**src/rtl/framed_fifo.sv**
```systemverilog
module framed_fifo #(
  parameter int PW     = 7,
  parameter int DATA_W = 8
) (
  input  logic              clk,
  input  logic              rst_n,
  input  logic [2:0]        bus_addr,
  input  logic              bus_wr,
  input  logic              bus_rd,
  input  logic [DATA_W-1:0] bus_wdata,
  output logic [DATA_W-1:0] bus_rdata,
  input  logic              cmd_commit_rd,
  input  logic              cmd_commit_wr,
  input  logic              cmd_discard,
  input  logic              cfg_auto_rd,
  input  logic              cfg_auto_wr,
  output logic              thr_flag
);
  localparam int DEPTH = 1 << PW;
  localparam int PAD   = DATA_W - PW;
  localparam logic [2:0] A_DATA = 3'd0, A_WP = 3'd1, A_RP = 3'd2,
                         A_SWP = 3'd3, A_SRP = 3'd4, A_LEN = 3'd5, A_THR = 3'd6;

  logic [PW-1:0] wp, rp, swp, srp, thr;
  logic [DATA_W-1:0] mem [DEPTH];

  logic [PW-1:0] wp_n, rp_n, swp_n, srp_n, level;
  logic full, empty, push, pop;

  assign wp_n  = wp + 1'b1;
  assign rp_n  = rp + 1'b1;
  assign swp_n = swp + 1'b1;
  assign srp_n = srp + 1'b1;
  assign level = wp - srp;
  assign full  = (wp_n == srp);
  assign empty = (rp == swp);
  assign push  = bus_wr && bus_addr == A_DATA && !full && !cmd_discard;
  assign pop   = bus_rd && bus_addr == A_DATA && !empty;
  assign thr_flag = (level >= thr);

  wire wr_wp  = bus_wr && bus_addr == A_WP;
  wire wr_rp  = bus_wr && bus_addr == A_RP;
  wire wr_swp = bus_wr && bus_addr == A_SWP;
  wire wr_srp = bus_wr && bus_addr == A_SRP;
  wire wr_thr = bus_wr && bus_addr == A_THR;

  always_ff @(posedge clk or negedge rst_n) begin
    if (!rst_n)               wp <= '0;
    else if (wr_wp)           wp <= bus_wdata[PW-1:0];
    else if (cmd_discard)     wp <= swp;
    else if (push)            wp <= wp_n;
  end

  always_ff @(posedge clk or negedge rst_n) begin
    if (!rst_n)                              swp <= '0;
    else if (wr_swp)                         swp <= bus_wdata[PW-1:0];
    else if (cmd_commit_wr && !cmd_discard)  swp <= wp;
    else if (push && cfg_auto_wr)            swp <= swp_n;
  end

  always_ff @(posedge clk or negedge rst_n) begin
    if (!rst_n)      rp <= '0;
    else if (wr_rp)  rp <= bus_wdata[PW-1:0];
    else if (pop)    rp <= rp_n;
  end

  always_ff @(posedge clk or negedge rst_n) begin
    if (!rst_n)                  srp <= '0;
    else if (wr_srp)             srp <= bus_wdata[PW-1:0];
    else if (cmd_commit_rd)      srp <= rp;
    else if (pop && cfg_auto_rd) srp <= srp_n;
  end

  always_ff @(posedge clk or negedge rst_n) begin
    if (!rst_n)       thr <= '0;
    else if (wr_thr)  thr <= bus_wdata[PW-1:0];
  end

  always_ff @(posedge clk) begin
    if (push) mem[wp] <= bus_wdata;
  end

  always_ff @(posedge clk or negedge rst_n) begin
    if (!rst_n) bus_rdata <= '0;
    else if (bus_rd) begin
      case (bus_addr)
        A_DATA:  bus_rdata <= empty ? '0 : mem[rp];
        A_WP:    bus_rdata <= {{PAD{1'b0}}, wp};
        A_RP:    bus_rdata <= {{PAD{1'b0}}, rp};
        A_SWP:   bus_rdata <= {{PAD{1'b0}}, swp};
        A_SRP:   bus_rdata <= {{PAD{1'b0}}, srp};
        A_LEN:   bus_rdata <= {{PAD{1'b0}}, level};
        A_THR:   bus_rdata <= {{PAD{1'b0}}, thr};
        default: bus_rdata <= '0;
      endcase
    end
  end
endmodule

```
**config.mk**
```make
export PLATFORM = sky130hd
export DESIGN_NAME = framed_fifo
export DESIGN_NICKNAME = d
export VERILOG_FILES = /design/src/rtl/framed_fifo.sv
export SDC_FILE = /design/constraint.sdc
export NUM_CORES = 1
export LEC_CHECK = 0
export BUFFER_PORTS_ARGS = -buffer_cell sky130_fd_sc_hd__buf_4
export CORE_AREA = 2 2 299 301
export CTS_BUF_LIST = sky130_fd_sc_hd__clkbuf_16
export CTS_CLUSTER_SIZE = 40
export DETAILED_ROUTE_END_ITERATION = 6
export DIE_AREA = 0 0 301 303
export GPL_ROUTABILITY_DRIVEN = 1
export GPL_TIMING_DRIVEN = 0
export PLACE_DENSITY = 0.65
export SETUP_SLACK_MARGIN = 0.3
export SYNTH_ARGS = -nofsm -noshare
export SYNTH_HDL_FRONTEND = slang
export SYNTH_SLANG_ARGS = --single-unit
```
**constraint.sdc**
```tcl
create_clock -name clk -period 7.4 [get_ports clk]
set_input_delay 0 -clock clk [delete_from_list [all_inputs] [get_ports clk]]
set_output_delay 0 -clock clk [all_outputs]
set_load 0.01 [all_outputs]
```
# After elaboration in Yosys (flattened, before gate mapping)
# Memories as Yosys holds them, arrays and structs flattened.
# Index checks and enable logic that the tools add are counted.
[word_totals]
regBits = 43
ram_bits = 1024
input_bits = 20
output_inout_bits = 9
mem_count = 1
[op_classes]
add_sub_neg = 5
n_lt_le_gt_ge = 1
n_eq_ne = 8
muxes = 15
reduce_logical = 21
[memory_table]
columns = ["name", "depth", "word_bits", "rd", "rd_clocked_by_memory_dff", "wr", "line_no", "text"]
rows = [
  ["mem", 128, 8, 1, 0, 1, "25", "logic [DATA_W-1:0] mem [DEPTH];"],
]
[ops]
columns = ["cell", "n"]
rows = [
  ["$mux W7", 11],
  ["$pmux W8 S7", 1],
  ["$add A7 B1 Y7 const B", 4],
  ["$eq A7 B7 Y1", 2],
  ["$logic_and A1 B1 Y1", 13],
  ["$eq A3 B3 Y1 const B", 3],
  ["$reduce_bool A3 Y1", 3],
  ["$mux W8", 1],
  ["$ge A7 B7 Y1", 1],
  ["$sub A7 B7 Y7", 1],
  ["$eq A3 B2 Y1 const B", 2],
  ["$eq A3 B1 Y1 const B", 1],
  ["$logic_not A1 Y1", 3],
  ["$logic_not A3 Y1", 1],
  ["$mux W1", 2],
  ["$reduce_bool A2 Y1", 1],
]

# Depth between registers and ports, before layout
# Gate-level depths: netlist of run 1.
[depth]
ltp_word = 9
depth_mapped = 12
depth_no_buf = 11

# Worst setup path before layout of run 1
# No wires, ideal clock.
[synth_path]
path_type = "reg2reg"
from = "register wp[0]"
to = "memory mem[86][0], enable pin"
setup_ns = 0.395
t_arrival_ns = 2.578
t_required_ns = 7.005
path_slack_ns = 4.428
stages_incl_launch_ff = 10
path_buffers = 1
synth_period_minus_slack_ns = 2.972
path_cell_list = "dfrtp_1 ha_1 nand3_1 nor2_1 xnor3_1 nand4_1 and2_1 buf_6 nand3_1 nor4_1"
[synth_between]
elab_chain_cells = 7
[synth_lines]
columns = ["element", "line_no", "text"]
rows = [
  ["start, declared", "24", "logic [PW-1:0] wp, rp, swp, srp, thr;"],
  ["start signal, assigned", "49", "else if (wr_wp) wp <= bus_wdata[PW-1:0];"],
  ["start signal, assigned", "50", "else if (cmd_discard) wp <= swp;"],
  ["start signal, assigned", "51", "else if (push) wp <= wp_n;"],
  ["$add A7 B1 Y7", "30", "assign wp_n = wp + 1'b1;"],
  ["$eq A7 B7 Y1", "35", "assign full = (wp_n == srp);"],
  ["$logic_not A1 Y1", "37", "assign push = bus_wr && bus_addr == A_DATA && !full && !cmd_discard;"],
  ["$logic_and A1 B1 Y1 (2 in series)", "37", ""],
  ["$mux W1", "80", "if (push) mem[wp] <= bus_wdata;"],
  ["$mux W1 (not written as such)", "80", ""],
  ["end, declared", "25", ""],
]
# Several ways; a longest one is shown, not always the timed one.

# Worst setup path after layout of run 1
[layout_path]
from = "register wp[0]"
to = "memory mem[97][1], enable pin"
# The elaborated chain is that of the path after synthesis.

==> results of run 1 <==
==> cells in the mapped netlist, drive strengths merged (3+ instances only) <==
| library cell | count | area, um^2 |
|---|---|---|
| a221o | 4 | 40.0 |
| and2 | 12 | 77.6 |
| o41ai | 3 | 26.3 |
| mux4 | 228 | 5190 |
| xnor2 | 18 | 158 |
| a22o | 6 | 52.6 |
| buf | 98 | 772 |
| nor2 | 173 | 649 |
| o31ai | 4 | 30.0 |
| nor3 | 12 | 60.1 |
| nor4 | 5 | 31.3 |
| inv | 19 | 71.3 |
| ha | 17 | 213 |
| nand3b | 5 | 45.0 |
| o21ai | 46 | 230 |
| a22oi | 38 | 285 |
| mux2i | 121 | 1210 |
| nand4 | 7 | 65.1 |
| edfxtp | 1024 | 30700 |
| a311oi | 8 | 70.1 |
| a221oi | 20 | 188 |
| nand2 | 85 | 319 |
| dfrtp | 43 | 1080 |
| xor2 | 20 | 183 |
| a211oi | 18 | 145 |
| a2bb2oi | 6 | 52.6 |
| clkbuf | 42 | 158 |
| nand3 | 42 | 220 |
| mux2 | 16 | 180 |
| o211ai | 9 | 67.6 |
| a31oi | 14 | 87.6 |
| a21o | 7 | 52.6 |
| nand2b | 10 | 62.6 |
| a21oi | 74 | 370 |
| nor2b | 24 | 150 |
| and3 | 9 | 56.3 |
| o2111ai | 3 | 26.3 |
==> power by group through the flow <==
stage | Clock, uW | Combinational (uW) | Sequential (uW)
floorplan | 0 | 3200 | 6870
global placement | 0 | 5190 | 6920
detailed placement | 0 | 5240 | 6920
CTS | 5730 | 5270 | 6790
global route | 5960 | 5520 | 6800
finish | 5720 | 5360 | 6790
==> sequential cells by signal, summed over array words and instances, names as in the netlist <==
name,flops
srp,7
mem,1024
rp,7
wp,7
thr,7
swp,7
bus_rdata,8
==> cells in the final DEF, fill, tap and decap left out, types with 21 or more instances in the layout <==
master,n
a21oi_1,74
mux2i_1,121
clkinv_2,28
clkbuf_16,111
dfrtp_1,43
inv_1,31
nand2_1,85
buf_2,29
nand3_1,40
clkinv_1,21
mux4_2,212
nor2b_1,24
dlygate4sd3_1,23
a22oi_1,38
buf_4,49
buf_6,32
nor2_1,173
clkbuf_1,42
o21ai_0,43
edfxtp_1,1024
==> area by class of cell <==
| type | instances | share of cell area |
|---|---|---|
| Multi-Input combinational cell | 1095 | 0.220 |
| Clock inverter | 92 | 0.0189 |
| Inverter | 20 | 0.00151 |
| Sequential cell | 1067 | 0.641 |
| Tap cell | 1165 | 0.0293 |
| Timing Repair Buffer | 61 | 0.0146 |
| Antenna cell | 2 | 0.000101 |
| Clock buffer | 111 | 0.0559 |
| Buffer | 140 | 0.0187 |
==> cells by family (layout without fill, tap and decap cells) <==
group,Yosys count,in the layout,share of synthesized area
multiplexers,365,365,0.151
flip-flops,1067,1067,0.727
buffers and inverters,160,424,0.0230
XOR/XNOR,40,40,0.00881
AND/OR/NAND/NOR,391,391,0.0416
other,0,2,0
adder cells (fa/ha/maj),18,18,0.00532
AO/OA/AOI/OAI,281,281,0.0435
==> critical path, stage by stage, from the launching register on <==
cell,delay [ps]
dfrtp_1,590
ha_1,350
nand3_1,100
nor2_1,200
xnor3_1,250
nand4_1,240
and2_1,190
buf_6,180
nand3b_2,530
buf_4,470
nor2_1,800
==> through the flow <==
stage	util	setup WS (ps)	instances	hold slack, ps	cell area (um^2)
after floorplan	-	4430	2322	-296	43800
after global placement	0.516	3290	3514	39.5	45400
after detailed placement	0.517	3270	3516	52.7	45400
after CTS	0.561	3230	3735	45.5	49300
after global routing	0.565	3010	3751	118	49700
final	0.565	3090	3753	85.7	49700
==> worst min path at each step <==
stage                           start      endpoint  depth (start not counted)
after floorplan                 rst_n  bus_rdata[0]                          0
after global placement          rst_n        srp[6]                          1
after detailed placement        rst_n        srp[2]                          1
after CTS                 bus_addr[1]  bus_rdata[4]                          5
after global routing      bus_addr[1]  bus_rdata[4]                          5
final                     bus_addr[1]  bus_rdata[4]                          5
==> routing by layer <==
layer,track usage,up-vias
li1,-,9801
met1,0.388,12900
met2,0.442,1535
met3,0.0698,293
met4,0.119,0
met5,0,-
==> repair_timing <==
| action | CTS | global route |
|---|---|---|
| hold buffers | 16 | 8 |
| endpoints found under the hold margin | 79 | 297 |
| endpoints found under the setup margin | 0 | 0 |
==> run metrics, run 1 <==
required time of the critical path 7700 ps; row cnt 109; Net Count, Synth 2360; DPL Wire Length 81000 um; Cell variety after synth 75; RSZ-0062 raised after global routing no; M1 WL 49800 um; Slew @ Worst Pin 1400 ps; top_reg_cell synth edfxtp_1; r2r endpoint mem[97][1]; Sw Ratio 0.324; synth warn 0; status complete, no violations; global route overflow 0; area occupied by multi-input gates 10900 um^2; Pre-antenna DRT Iters 5; Antenna Violating Nets Remaining 0; vias in the first global route 23900; critical path endpoint mem[97][1]; Die ar. 91200 um^2; Die Ht 303 um; clk_skew 24.2 ps; post-CTS sizing 0; ys async rst share 0.0403; max-cap viol count 0; number of synthesized flops with an enable pin 1024; Final Max Slew Viols 0; # fillers 6614; largest net degree at the start of global routing 134; DR WL met2 59800 um; drt drc 0; fmax 232 MHz; CTS tree done; Core Footprint 88000 um^2; clock share of power 0.320; first-pass GRT wire length 180000 um; initial drt markers 3503; clk sink count 1067; nature of the critical path endpoint register; Max Root-Sink Buffers 3; # setup viols final 0; Crit Path Class reg -> reg; total chip power 17900 uW; Critical path origin wp[0]; max_slew headroom 0.0647; Via-to-Cell Ratio 6.52; min Tclk post-route 4310 ps; setup TNS 0 ps; Via Count 24500; uppermost layer routed met4; cell count of the worst reg-to-reg path 10; crit path DAT 4610 ps; die width 301 um; Final Hold Fails 0; Post-Syn Area 43800 um^2; Psw 5780 uW; PortBufs 27; Post-CTS Setup Inserts 0; Routed WL 129000 um; All-Layer GR Usage 0.284; Starting Density 0.497; Gate Count Post-Synth 2322; register share of total power 0.380; Reg-to-Reg Start wp[0]; r2r setup slk 3090 ps; # H-tree levels 3; wire per inst 34.3 um; Hold Crit Class in -> reg; met3 wire len 13500 um; LEAKAGE 0.0161 uW; Comb power frac 0.300; Syn-to-layout area delta 13.5%; Setup crit start kind register; FF/Latch Area 31800 um^2; pwr dens 360 nW/um^2; critical path fanouts, max 10; later-pin clock latency in the skew report 690 ps; post-synthesis sequential area ratio 0.727; # IOs 29; Nets 2533; internal cell power 12100 uW; FF+latch count, synth 1067; syn avg cell area 18.8 um^2; final RePlAce weighted congestion 0.953; maximum VDD drop 256 uV; share of layout cells above drive strength 1 0.209; clk root buf clkbuf_16; cts bufs inserted 110; final period utilization 0.583; Worst-path clk slew 60 ps; initial antenna violation count 1
Power figures use the tool's default switching activity.
==> run 2: changes to the inputs <==
- PLACE_DENSITY: 0.65 -> 0.68
- clock period: 7.4 -> 3.75 ns (I/O delays scaled with it)
==> run metrics, run 2 (synthesis results as in run 1) <==
RSZ-0062 raised after global routing yes; final period utilization 1.00; Setup crit start kind register; drt drc 1; final RePlAce weighted congestion 0.950; # setup viols final 0; Pre-antenna DRT Iters 7; Nets 2552; Crit Path Class reg -> reg; commonest cells after routing, fill and taps aside edfxtp_1, mux4_2, mux2i_1; fmax 267 MHz; Final Hold Fails 0; PortBufs 27; final instance area 50600 um^2; global route overflow 0; # IOs 29; clk sink count 1067; DP Area 45400 um^2; Max Root-Sink Buffers 3; Syn-to-layout area delta 15.6%; WHS 57.2 ps; most common cell after layout, fill and taps aside edfxtp_1; Min-Delay Endpoint bus_rdata[6]; maximum VDD drop 409 uV; DR WL met2 57900 um; later-pin clock latency in the skew report 670 ps; cts bufs inserted 106; initial drt markers 3183; Antenna Violating Nets Remaining 0; wire per inst 33.8 um; # fillers 6386; CTS tree done; cell count of the worst reg-to-reg path 6; Via-to-Cell Ratio 6.52; nature of the critical path endpoint register; area occupied by multi-input gates 11700 um^2; max_slew headroom 0.164; All-Layer GR Usage 0.280; min Tclk post-route 3750 ps; pwr dens 679 nW/um^2; LEAKAGE 0.0162 uW; WHS Path Cells 5; top flop regs mem (1024), bus_rdata (8); Biggest register mem; DPL Wire Length 79800 um; Reg-to-Reg Start rp[3]; Die ar. 91200 um^2; Via Count 24600; share of layout cells above drive strength 1 0.263; required time of the critical path 4300 ps; Slew @ Worst Pin 1250 ps; total chip power 34400 uW; initial antenna violation count 2; max-cap viol count 0; first-pass GRT wire length 179000 um; Die Ht 303 um; Final Max Slew Viols 0; clk root buf clkbuf_16; Starting Density 0.497; crit path DAT 4300 ps; M1 WL 47700 um; post-route worst setup slack 0.00844 ps; met3 wire len 15100 um; Worst-path clk slew 60 ps; die width 301 um; failing checks design-rule violations; r2r endpoint bus_rdata[5]; FF/Latch Area 31800 um^2; Hold Startpoint bus_addr[1]; r2r setup slk 0.008 ps; # H-tree levels 3; clk_skew 22.5 ps; pre-CTS setup slack -371 ps; row cnt 109; Hold Crit Class in -> reg; critical path fanouts, max 10; uppermost layer routed met4; largest net degree at the start of global routing 134; vias in the first global route 24300; status complete, but fails checks; Routed WL 127000 um; Core Footprint 88000 um^2; max reg flops 1024
## run 2: cell types whose count changed in the layout (fill, tap and decap cells not counted), moves of 7 or more
cell,previous run,this run
inv_1,31,46
nor2_1,173,46
buf_6,32,39
clkinv_2,28,13
nor2_2,0,47
bufinv_16,18,8
nor2_4,0,80
buf_12,3,27
## run 2: critical path, stage by stage (launching register included)
cell and delay (ps):
dfrtp_1 690, buf_2 420, buf_2 380, nor2_2 230, a221oi_1 1070, o221ai_1 390
a311o_1 430
## run 2: repair_timing
item,CTS,global route
hold endpoints to repair,83,356
setup endpoints to repair,970,1015
buffers inserted,3,21
hold buffers,16,8
gates resized for setup,213,43
pin swaps,3,25
## run 2: final cells by class
class	count	share of cell area
clock buffers	108	0.0534
multi-input cells	1095	0.232
well taps	1165	0.0288
plain buffers	140	0.0201
inverters	20	0.00148
diodes	1	0.0000494
flip-flops and latches	1067	0.629
repair buffers	84	0.0232
clock inverters	88	0.0120
## run 2: power by group
part | internal, uW | switching [uW] | leakage, uW
Sequential | 13200 | 209 | 0.00973
Clock | 5740 | 4480 | 0.00172
Combinational | 4120 | 6640 | 0.00477
Total | 23100 | 11300 | 0.0162
## run 2: worst max path at each step
stage,start,to,slack [ps],depth (start not counted)
2_1_floorplan,wp[0],mem[86][0],780,9
4_1_cts,wp[1],mem[119][5],190,9
6_report,rp[3],bus_rdata[5],0.008,6
5_1_grt,rp[2],bus_rdata[5],80,7
3_5_place_dp,wp[0],mem[105][0],-370,10
3_3_place_gp,wp[0],mem[97][7],-320,10
## run 2: per-stage QoR
| step | utilization | std cells | setup TNS [ps] |
|---|---|---|---|
| final | 0.575 | 3768 | 0 |
| after global routing | 0.575 | 3767 | 0 |
| after CTS | 0.565 | 3730 | 0 |
| after detailed placement | 0.517 | 3515 | -39260 |
| after global placement | 0.516 | 3514 | -24610 |
| after floorplan | - | 2322 | 0 |
## run 2: layer usage
metal / GRT usage / up-vias
met5: 0 / -
met4: 0.124 / 0
met3: 0.0770 / 378
met2: 0.428 / 1685
met1: 0.381 / 12700
li1: - / 9866
